===== config.mk =====
export PLATFORM = sky130hd
export DESIGN_NAME = flash_cmd_capture
export DESIGN_NICKNAME = d
export VERILOG_FILES = /design/src/rtl/fcc_pkg.sv /design/src/rtl/fcc_sync.sv /design/src/rtl/fcc_avd_latch.sv /design/src/rtl/fcc_write_capture.sv /design/src/rtl/flash_cmd_capture.sv
export SDC_FILE = /design/constraint.sdc
export NUM_CORES = 1
export LEC_CHECK = 0
export BUFFER_PORTS_ARGS = -buffer_cell sky130_fd_sc_hd__buf_2
export CAP_MARGIN = 15
export CORE_MARGIN = 2
export CORE_UTILIZATION = 40
export DETAILED_ROUTE_END_ITERATION = 10
export SLEW_MARGIN = 20
export SYNTH_ARGS = -nofsm -noshare
export SYNTH_HDL_FRONTEND = slang
export SYNTH_SLANG_ARGS = --single-unit

===== constraint.sdc =====
create_clock -name clk -period 2.7 [get_ports clk]
set_input_delay 0.54 -clock clk [delete_from_list [all_inputs] [get_ports clk]]
set_output_delay 0.54 -clock clk [all_outputs]
set_load 0.1 [all_outputs]

===== src/rtl/fcc_pkg.sv =====
package fcc_pkg;

  // Strobe set as seen on the pins; all active low.
  typedef struct packed {
    logic ce_n;
    logic we_n;
    logic oe_n;
    logic avd_n;
  } fcc_strb_t;

  localparam fcc_strb_t STRB_IDLE = '{ce_n: 1'b1, we_n: 1'b1, oe_n: 1'b1, avd_n: 1'b1};

  // A write strobe is open while both chip-enable and write-enable are low.
  function automatic logic wr_open(fcc_strb_t s);
    return !s.ce_n && !s.we_n;
  endfunction

endpackage


===== src/rtl/fcc_sync.sv =====
module fcc_sync #(
  parameter int unsigned      W       = 1,
  parameter int unsigned      STAGES  = 2,
  parameter logic [W-1:0]     RST_VAL = '0
) (
  input  logic         clk,
  input  logic         rst_n,
  input  logic [W-1:0] d,
  output logic [W-1:0] q
);

  logic [STAGES-1:0][W-1:0] stg;

  always_ff @(posedge clk or negedge rst_n) begin
    if (!rst_n) begin
      for (int i = 0; i < STAGES; i++) stg[i] <= RST_VAL;
    end else begin
      stg[0] <= d;
      for (int i = 1; i < STAGES; i++) stg[i] <= stg[i-1];
    end
  end

  assign q = stg[STAGES-1];

endmodule


===== src/rtl/fcc_avd_latch.sv =====
module fcc_avd_latch
  import fcc_pkg::*;
#(
  parameter int unsigned AW = 23
) (
  input  logic          clk,
  input  logic          rst_n,
  input  fcc_strb_t     strb,
  input  fcc_strb_t     strb_q,
  input  logic [AW-1:0] bus_addr,
  input  logic          wr_end,
  output logic [AW-1:0] rd_addr,
  output logic          avd_seen
);

  logic avd_rise;
  logic pass_open;

  assign avd_rise  = strb.avd_n && !strb_q.avd_n && !strb.ce_n;
  assign pass_open = !strb.ce_n && !strb.avd_n;

  always_ff @(posedge clk or negedge rst_n) begin
    if (!rst_n) begin
      rd_addr  <= '0;
      avd_seen <= 1'b0;
    end else begin
      if (pass_open) rd_addr <= bus_addr;
      if (strb.ce_n || wr_end) avd_seen <= 1'b0;
      else if (avd_rise)       avd_seen <= 1'b1;
    end
  end

  // address-valid high or chip-enable high freezes the read address.
  p_rd_hold_r9: assert property (@(posedge clk) disable iff (!rst_n)
    (strb.avd_n || strb.ce_n) |=> $stable(rd_addr));

  // a chip-enable-high cycle leaves no address-valid capture behind.
  p_seen_drop_r11: assert property (@(posedge clk) disable iff (!rst_n)
    strb.ce_n |=> !avd_seen);

endmodule


===== src/rtl/fcc_write_capture.sv =====
module fcc_write_capture
  import fcc_pkg::*;
#(
  parameter int unsigned AW = 23,
  parameter int unsigned DW = 16
) (
  input  logic          clk,
  input  logic          rst_n,
  input  fcc_strb_t     strb,
  input  fcc_strb_t     strb_q,
  input  logic [AW-1:0] bus_addr,
  input  logic [DW-1:0] bus_data,
  input  logic          avd_seen,
  input  logic [AW-1:0] avd_addr,
  output logic          wr_end,
  output logic          cmd_valid,
  output logic [AW-1:0] cmd_addr,
  output logic [DW-1:0] cmd_data,
  output logic          proto_err
);

  logic open_now, open_prev, close, viol, bad;

  assign open_now  = wr_open(strb);
  assign open_prev = wr_open(strb_q);
  assign close     = open_prev && !open_now;
  assign bad       = viol || !strb.oe_n;
  assign wr_end    = close;

  // Remember any output-enable-low sample inside an open write strobe.
  always_ff @(posedge clk or negedge rst_n) begin
    if (!rst_n)                      viol <= 1'b0;
    else if (close)                  viol <= 1'b0;
    else if (open_now && !strb.oe_n) viol <= 1'b1;
  end

  always_ff @(posedge clk or negedge rst_n) begin
    if (!rst_n) begin
      cmd_valid <= 1'b0;
      proto_err <= 1'b0;
      cmd_addr  <= '0;
      cmd_data  <= '0;
    end else begin
      cmd_valid <= close && !bad;
      proto_err <= close && bad;
      if (close && !bad) begin
        cmd_addr <= avd_seen ? avd_addr : bus_addr;
        cmd_data <= bus_data;
      end
    end
  end

  // a command only follows a cycle that sampled output-enable high.
  p_cmd_oe_high_r2: assert property (@(posedge clk) disable iff (!rst_n)
    cmd_valid |-> $past(strb.oe_n));

  // an error pulse only follows a cycle in which the strobe was closed.
  p_err_after_close_r7: assert property (@(posedge clk) disable iff (!rst_n)
    proto_err |-> !$past(open_now));

endmodule


===== src/rtl/flash_cmd_capture.sv =====
module flash_cmd_capture
  import fcc_pkg::*;
#(
  parameter int unsigned AW          = 23,
  parameter int unsigned DW          = 16,
  parameter int unsigned SYNC_STAGES = 2
) (
  input  logic          clk,
  input  logic          rst_n,
  input  logic          ce_n,
  input  logic          we_n,
  input  logic          oe_n,
  input  logic          avd_n,
  input  logic [AW-1:0] addr,
  input  logic [DW-1:0] dq_in,
  output logic          dq_oe,
  output logic          cmd_valid,
  output logic [AW-1:0] cmd_addr,
  output logic [DW-1:0] cmd_data,
  output logic          proto_err,
  output logic [AW-1:0] rd_addr
);

  localparam int unsigned STRB_W = $bits(fcc_strb_t);
  localparam int unsigned BUS_W  = AW + DW;

  fcc_strb_t         strb_raw, strb, strb_q;
  logic [STRB_W-1:0] strb_vec;
  logic [BUS_W-1:0]  bus_vec;
  logic [AW-1:0]     bus_addr;
  logic [DW-1:0]     bus_data;
  logic              avd_seen, wr_end;

  assign strb_raw = '{ce_n: ce_n, we_n: we_n, oe_n: oe_n, avd_n: avd_n};

  // Strobes and bus go through chains of equal depth so samples stay aligned.
  fcc_sync #(.W(STRB_W), .STAGES(SYNC_STAGES), .RST_VAL(STRB_IDLE)) u_sync_strb (
    .clk(clk), .rst_n(rst_n), .d(strb_raw), .q(strb_vec)
  );
  fcc_sync #(.W(BUS_W), .STAGES(SYNC_STAGES), .RST_VAL('0)) u_sync_bus (
    .clk(clk), .rst_n(rst_n), .d({addr, dq_in}), .q(bus_vec)
  );

  assign strb                 = fcc_strb_t'(strb_vec);
  assign {bus_addr, bus_data} = bus_vec;

  always_ff @(posedge clk or negedge rst_n) begin
    if (!rst_n) strb_q <= STRB_IDLE;
    else        strb_q <= strb;
  end

  fcc_avd_latch #(.AW(AW)) u_avd (
    .clk(clk), .rst_n(rst_n), .strb(strb), .strb_q(strb_q),
    .bus_addr(bus_addr), .wr_end(wr_end),
    .rd_addr(rd_addr), .avd_seen(avd_seen)
  );

  fcc_write_capture #(.AW(AW), .DW(DW)) u_wr (
    .clk(clk), .rst_n(rst_n), .strb(strb), .strb_q(strb_q),
    .bus_addr(bus_addr), .bus_data(bus_data),
    .avd_seen(avd_seen), .avd_addr(rd_addr), .wr_end(wr_end),
    .cmd_valid(cmd_valid), .cmd_addr(cmd_addr), .cmd_data(cmd_data),
    .proto_err(proto_err)
  );

  // Driver enable straight from the pins: floats without synchronizer delay.
  assign dq_oe = !ce_n && !oe_n;

  // a command pulse never lasts two cycles.
  p_single_pulse_r10: assert property (@(posedge clk) disable iff (!rst_n)
    cmd_valid |=> !cmd_valid);

  // a write is either accepted or flagged, never both.
  p_err_excl_r7: assert property (@(posedge clk) disable iff (!rst_n)
    !(cmd_valid && proto_err));

  // the error flag is a single-cycle pulse.
  p_err_pulse_r7: assert property (@(posedge clk) disable iff (!rst_n)
    proto_err |=> !proto_err);

endmodule


==> results.cfg, run 1 <==
[run_status]
status = finished, final reports clean

[clocking]
cts_tree = done
cts_root_buffer = clkbuf_16
insertion_delay_ns = 0.41
clock_tree.htree_level_count = 4
inserted_clock_buffers = 17
cts_buffer_depth = 2
clkTransAtPathRegs_ns = 0.06
holdBufCountCts = 0
clock-sinks = 155
post-cts-setup-buffer-count = 0
cts_resized = 0

[sta]
finalHoldViolCount = 0
rsz0062_at_grt = false
maxSlewHeadroom_pct = 59.2
finalWorstSetupSlack_ns = 0.922
timing.clock.skew_ns = 0.00456
final-setup-viol-count = 0
period_share_pct = 65.9
setup_total_negative_slack_ns = 0
tightest_slew_ns = 0.611
final_max_slew_viol_count = 0
fin_crit_ns = 1.78
achievable-frequency_mhz = 562

[route]
vias = 2528
top_layer_used = met5
wl_um = 8590
post_drt_via_cell_ratio = 4.43
routedLengthMet1_um = 4010
drt_pre_antenna_iters = 2
dr_wl_met3_um = 653
routed_wire_length_per_instance_um = 15.0
routed-wl-met2_um = 3820
drtIter0Drc = 104
postRouteAntennaNets = 0
drc = 0

[worst_setup_path]
critical_path_arrival_ns = 1.24
reg2reg_from = u_sync_strb.q[1]
worstPathBufferInverterCount = 1
critPathKind = reg2out
startpoint = u_avd.rd_addr[21]
critPathTopFamily = buffers and inverters
critical_path.max_fanout = 3
worst-endpoint-required_ns = 2.16
max_stage_delay_cell_worst_path = buf_2
worst_stage_delay_on_the_critical_path_ns = 0.45
worst_path_cell_trace = buf_2
crit_path_end_kind = output pin
worst_setup_path_start_kind = flop

[finish]
commonest_non_fill_non_tap_cell_in_the_layout = dfrtp_1
area_of_the_multi_input_gates_um2 = 1170
antenna_cells_inserted = 0
ratio_of_cells_with_drive_above_1_in_the_final_layout_pct = 61.7
area_growth_syn_to_layout_pct = 26.0
finalInstanceArea_um2 = 6540
fillers = 1080
most-common-layout-cells = 144 x dfrtp_1, 108 x buf_2, 46 x mux2_2, 39 x mux2_4, 17 x clkbuf_16
nNetsFinal = 431
layout.area.seq_um2 = 3890
stdcell_count = 571

[power]
pwr_density_cell_nw_per_um2 = 1210
power_leakage_nw = 3.07
total_power_mw = 7.93
ir_drop_uv = 663

[logic_synthesis]
post_synth_inst_count = 262
synth-warning-count = 0
synth-seq-area-share_pct = 75.0
synth.ff_latch_count = 155
syn-cell-area_um2 = 5190
syn_nets = 307
synth.avg_cell_area_um2 = 19.8
synth.lib_cells_used.distinct = 18

[global_routing]
grt_antenna_before_repair = 1
via_count_of_the_first_global_routing_pass = 2736
grt_max_degree = 65
grt-ovfl-total = 0
grt_first_pass_wirelength_um = 14100
groute.usage.overall_pct = 13.4

[place]
dpl-instance-area_um2 = 5920
globalplace.congestion = 0.679
place.port_buffers = 109
dp_hpwl_um = 5370
dpl_worst_slack_ns = 1.00
dp_cells = 539

[floorplanning]
rows = 41
die_height_um = 118
ioPinCount = 110
die_area_um2 = 13900
die_width_um = 118
coreArea_um2 = 12600
floorplan.initialDensity_pct = 41.1

[job]
max_cap_violations = 0

[worst_hold_path]
hp-class = in2async
==> cell families (layout without fill, tap and decap cells) <==
kind of cell | after synthesis | in the layout | synth area share (%)
DFF | 155 | 155 | 75.0
muxes | 85 | 85 | 21.3
buffers and inverters | 11 | 148 | 2.41
AOI/OAI and AO/OA | 4 | 4 | 0.482
and+or+nand+nor | 7 | 7 | 0.796
==> layer usage <==
metal	vias up	global-route usage, %
li1	1139	-
met1	1291	17.7
met2	86	19.0
met3	10	6.59
met4	2	4.97
met5	-	0
==> cell usage after synthesis <==
cell | number | area [um2]
dfrtp_1 | 144 | 3600
mux2_2 | 46 | 518
mux2_4 | 39 | 586
dfstp_2 | 11 | 289
buf_12 | 4 | 80.1
buf_2 | 3 | 15.0
nor2_1 | 3 | 11.3
buf_4 | 2 | 15.0
a211oi_1 | 1 | 7.51
a21oi_1 | 1 | 5.00
and3b_1 | 1 | 8.76
buf_6 | 1 | 11.3
inv_1 | 1 | 3.75
nor2_2 | 1 | 6.26
nor2b_2 | 1 | 8.76
nor4_1 | 1 | 6.26
o21ai_0 | 1 | 5.00
o31ai_1 | 1 | 7.51
==> power by group <==
group	total [mW]	internal (mW)	switching, mW	leakage (nW)
Sequential	2.84	2.65	0.182	1.82
Combinational	2.69	0.533	2.16	0.954
Clock	2.40	1.51	0.888	0.295
==> sequential cells by signal, indices dropped and copies added, names as in the netlist <==
signal           count
u_sync_bus.q        39
u_sync_bus.stg      39
u_avd.rd_addr       23
u_wr.cmd_addr       23
u_wr.cmd_data       16
u_sync_strb.q        4
u_sync_strb.stg      4
strb_q               3
u_avd.avd_seen       1
u_wr.cmd_valid       1
u_wr.proto_err       1
u_wr.viol            1
==> area by class of cell <==
cell class,instances,area share (%)
clock buffer,24,7.83
clock inverter,8,1.61
inverter,1,0.0574
multi-input combinational,96,18.0
sequential,155,59.6
tap,172,3.29
timing repair buffer,115,9.71
==> path summary, 6_finish.rpt <==
path                       slack (ns)  cells past startpoint            endpoint
max reg2reg                      1.02                      4    u_wr.cmd_data[2]
min reg2reg                      0.34                      0    u_sync_bus.q[20]
max in group asynchronous        1.81                      2  u_sync_strb.stg[1]
min                              0.10                      1    u_wr.cmd_addr[5]
min in group clk                 0.23                      1  u_sync_bus.stg[38]
max                              0.92                      1         rd_addr[21]
==> metrics by stage <==
step | hold slack [ns] | util, %
floorplan | 0.244 | -
global placement | 0.332 | 46.9
detailed placement | 0.335 | 46.9
CTS | 0.109 | 51.8
global route | 0.128 | 51.8
finish | 0.105 | 51.8
Power figures use the tool's default switching activity.
==> run 2, diff against run 1 <==
- ABC_AREA: not set -> 1
- clock period: 2.7 -> 1.7 ns (I/O delays scaled with it)
==> run 2 against run 1 <==
  * Worst hold slack lost 0.084 ns
  * Utilization grew 0.20 points
  * Global-route usage grew 2.3 points
  * Via count grew 35%
  * Routed wire length grew 19%
  * Clock skew grew 0.0061 ns
  * Area after synthesis grew 0.36%
  * Cell count grew 34%
  * Critical endpoint is now rd_addr[11]
  * Largest cell class unchanged
  * Highest routed layer is now met4
==> results.cfg, run 2 <==
[clocking]
insertion_delay_ns = 0.42
cts_root_buffer = clkbuf_16
clkTransAtPathRegs_ns = 0.06
inserted_clock_buffers = 17
holdBufCountCts = 1
clock_tree.htree_level_count = 4
clock-sinks = 155
post-cts-setup-buffer-count = 0
cts_tree = done
cts_buffer_depth = 2
cts_resized = 0

[finish]
most-common-layout-cells = 197 x nand2_1, 144 x dfrtp_1, 108 x buf_2, 24 x o21ai_0, 23 x nand3_1
finalInstanceArea_um2 = 6590
ratio_of_cells_with_drive_above_1_in_the_final_layout_pct = 28.8
area_growth_syn_to_layout_pct = 26.6
commonest_non_fill_non_tap_cell_in_the_layout = nand2_1
stdcell_count = 763
antenna_cells_inserted = 0
nNetsFinal = 623

[power]
ir_drop_uv = 770
total_power_mw = 11.3
power_leakage_nw = 3.45
pwr_density_cell_nw_per_um2 = 1710

[logic_synthesis]
post-synth-top-area-cell = dfrtp_1
post_synth_inst_count = 457
async_reset_ff_share_pct = 100
synth.avg_cell_area_um2 = 11.4
synth_flop_cell = dfrtp_1
syn-cell-area_um2 = 5210
synthTopCellsByArea = dfrtp_1 69%, nand2_1 14%, dfstp_2 5.6%
count_of_flip_flops_with_a_built_in_enable_after_synthesis = 0
post_synthesis_compound_gate_area_fraction_pct = 2.40
post_synth_and_or_nand_nor_area_fraction_pct = 19.6
synth.ff_latch_count = 155
synth_top_area_share_pct = 69.2
synth-warning-count = 0
synth-seq-area-share_pct = 74.8
synth.lib_cells_used.distinct = 17
most_numerous_cell_types_in_the_synthesized_netlist = 197 x nand2_1, 144 x dfrtp_1, 24 x o21ai_0
synth_xor_xnor_area_share_pct = 0
dominant_combinational_cell_family_by_area_after_synthesis = simple AND/OR/NAND/NOR gates
syn_nets = 502
yosys-mux-area-fraction_pct = 0
synth_most_common_cell = nand2_1
area_share_of_fa_ha_maj_cells_after_synthesis_pct = 0

[floorplanning]
floorplan.initialDensity_pct = 41.1
die_height_um = 118
coreArea_um2 = 12700
die_width_um = 118
rows = 41
die_area_um2 = 13900
ioPinCount = 110

[worst_setup_path]
startpoint = u_avd.rd_addr[11]
critPathTopFamily = buffers and inverters
worstSetupEndpoint = rd_addr[11]
reg2reg_from = u_sync_strb.q[3]
worst-endpoint-required_ns = 1.36
worst_setup_path_start_kind = flop
end_of_the_worst_register_to_register_path = u_wr.cmd_addr[5]
worst_stage_delay_on_the_critical_path_ns = 0.45
worst-path-stages = 1
timing.reg2reg.setup_slack_ns = 0.25
worstPathBufferInverterCount = 1
max_stage_delay_cell_worst_path = buf_2
worst_path_cell_trace = buf_2
critPathKind = reg2out
critical_path.max_fanout = 3
critical_path_arrival_ns = 1.26
worstRegToRegCells = 5
crit_path_end_kind = output pin

[global_routing]
groute.usage.overall_pct = 15.7
via_count_of_the_first_global_routing_pass = 3369
grt-ovfl-total = 0
grt_max_degree = 85
grt_antenna_before_repair = 0
grt_first_pass_wirelength_um = 16900

[sta]
setup_total_negative_slack_ns = 0
period_share_pct = 93.9
achievable-frequency_mhz = 627
final_max_slew_viol_count = 0
rsz0062_at_grt = false
fin_crit_ns = 1.60
finalHoldViolCount = 0
tightest_slew_ns = 0.522
final-setup-viol-count = 0
maxSlewHeadroom_pct = 65.4
timing.clock.skew_ns = 0.0106
finalWorstSetupSlack_ns = 0.104

[place]
globalplace.congestion = 0.787
dpl_worst_slack_ns = 0.219
place.port_buffers = 109
dpl-instance-area_um2 = 5960
dp_cells = 727
dp_hpwl_um = 6770

[worst_hold_path]
hp-class = in2reg

[route]
drc = 0
post_drt_via_cell_ratio = 4.46
drt_pre_antenna_iters = 4
postRouteAntennaNets = 0
wl_um = 10200
drtIter0Drc = 186
vias = 3404
routed_wire_length_per_instance_um = 13.4

[job]
max_cap_violations = 0

[run_status]
status = finished, final reports clean
-- run 2: area by class of cell --
class	count	area, um2
clock inverters	11	120
inverters	8	30.0
fillers	1156	6080
repair buffers	125	707
flip-flops and latches	155	3890
clock buffers	21	470
multi-input cells	271	1150
well taps	172	215
-- run 2: worst min-delay path by stage --
| stage | end | slack [ns] | start | depth (start not counted) |
|---|---|---|---|---|
| after global routing | u_sync_bus.stg[3] | 0.002 | dq_in[3] | 1 |
| after CTS | u_sync_strb.stg[0] | 0.003 | avd_n | 1 |
| after global placement | u_sync_bus.q[24] | 0.33 | u_sync_bus.stg[24] | 0 |
| final | u_sync_bus.stg[20] | 0.02 | addr[4] | 1 |
| after floorplan | u_avd.avd_seen | 0.04 | rst_n | 0 |
| after detailed placement | u_sync_bus.q[21] | 0.34 | u_sync_bus.stg[21] | 0 |
-- run 2: where the power goes --
group,internal [mW],total [mW],switching (mW)
Sequential,4.12,4.35,0.234
Combinational,0.431,3.24,2.81
Clock,2.27,3.67,1.40
-- run 2: kinds of logic after synthesis --
group / count (synthesis)
buffers and inverters: 31
AO/OA/AOI/OAI: 25
AND/OR/NAND/NOR: 246
flip-flops: 155
-- run 2: routing by layer --
layer,GRT usage [%],wire length [um],up-vias
li1,-,-,1682
met1,20.7,4640,1609
met2,23.0,4790,104
met3,6.01,646,9
met4,7.23,119,0
met5,0,0,-
-- run 2: stage by stage --
step                      util (%)  hold slack [ns]
after floorplan                  -           0.0444
after global placement        47.0            0.333
after detailed placement      47.0            0.336
after CTS                     51.8          0.00300
after global routing          52.0          0.00192
final                         52.0           0.0203
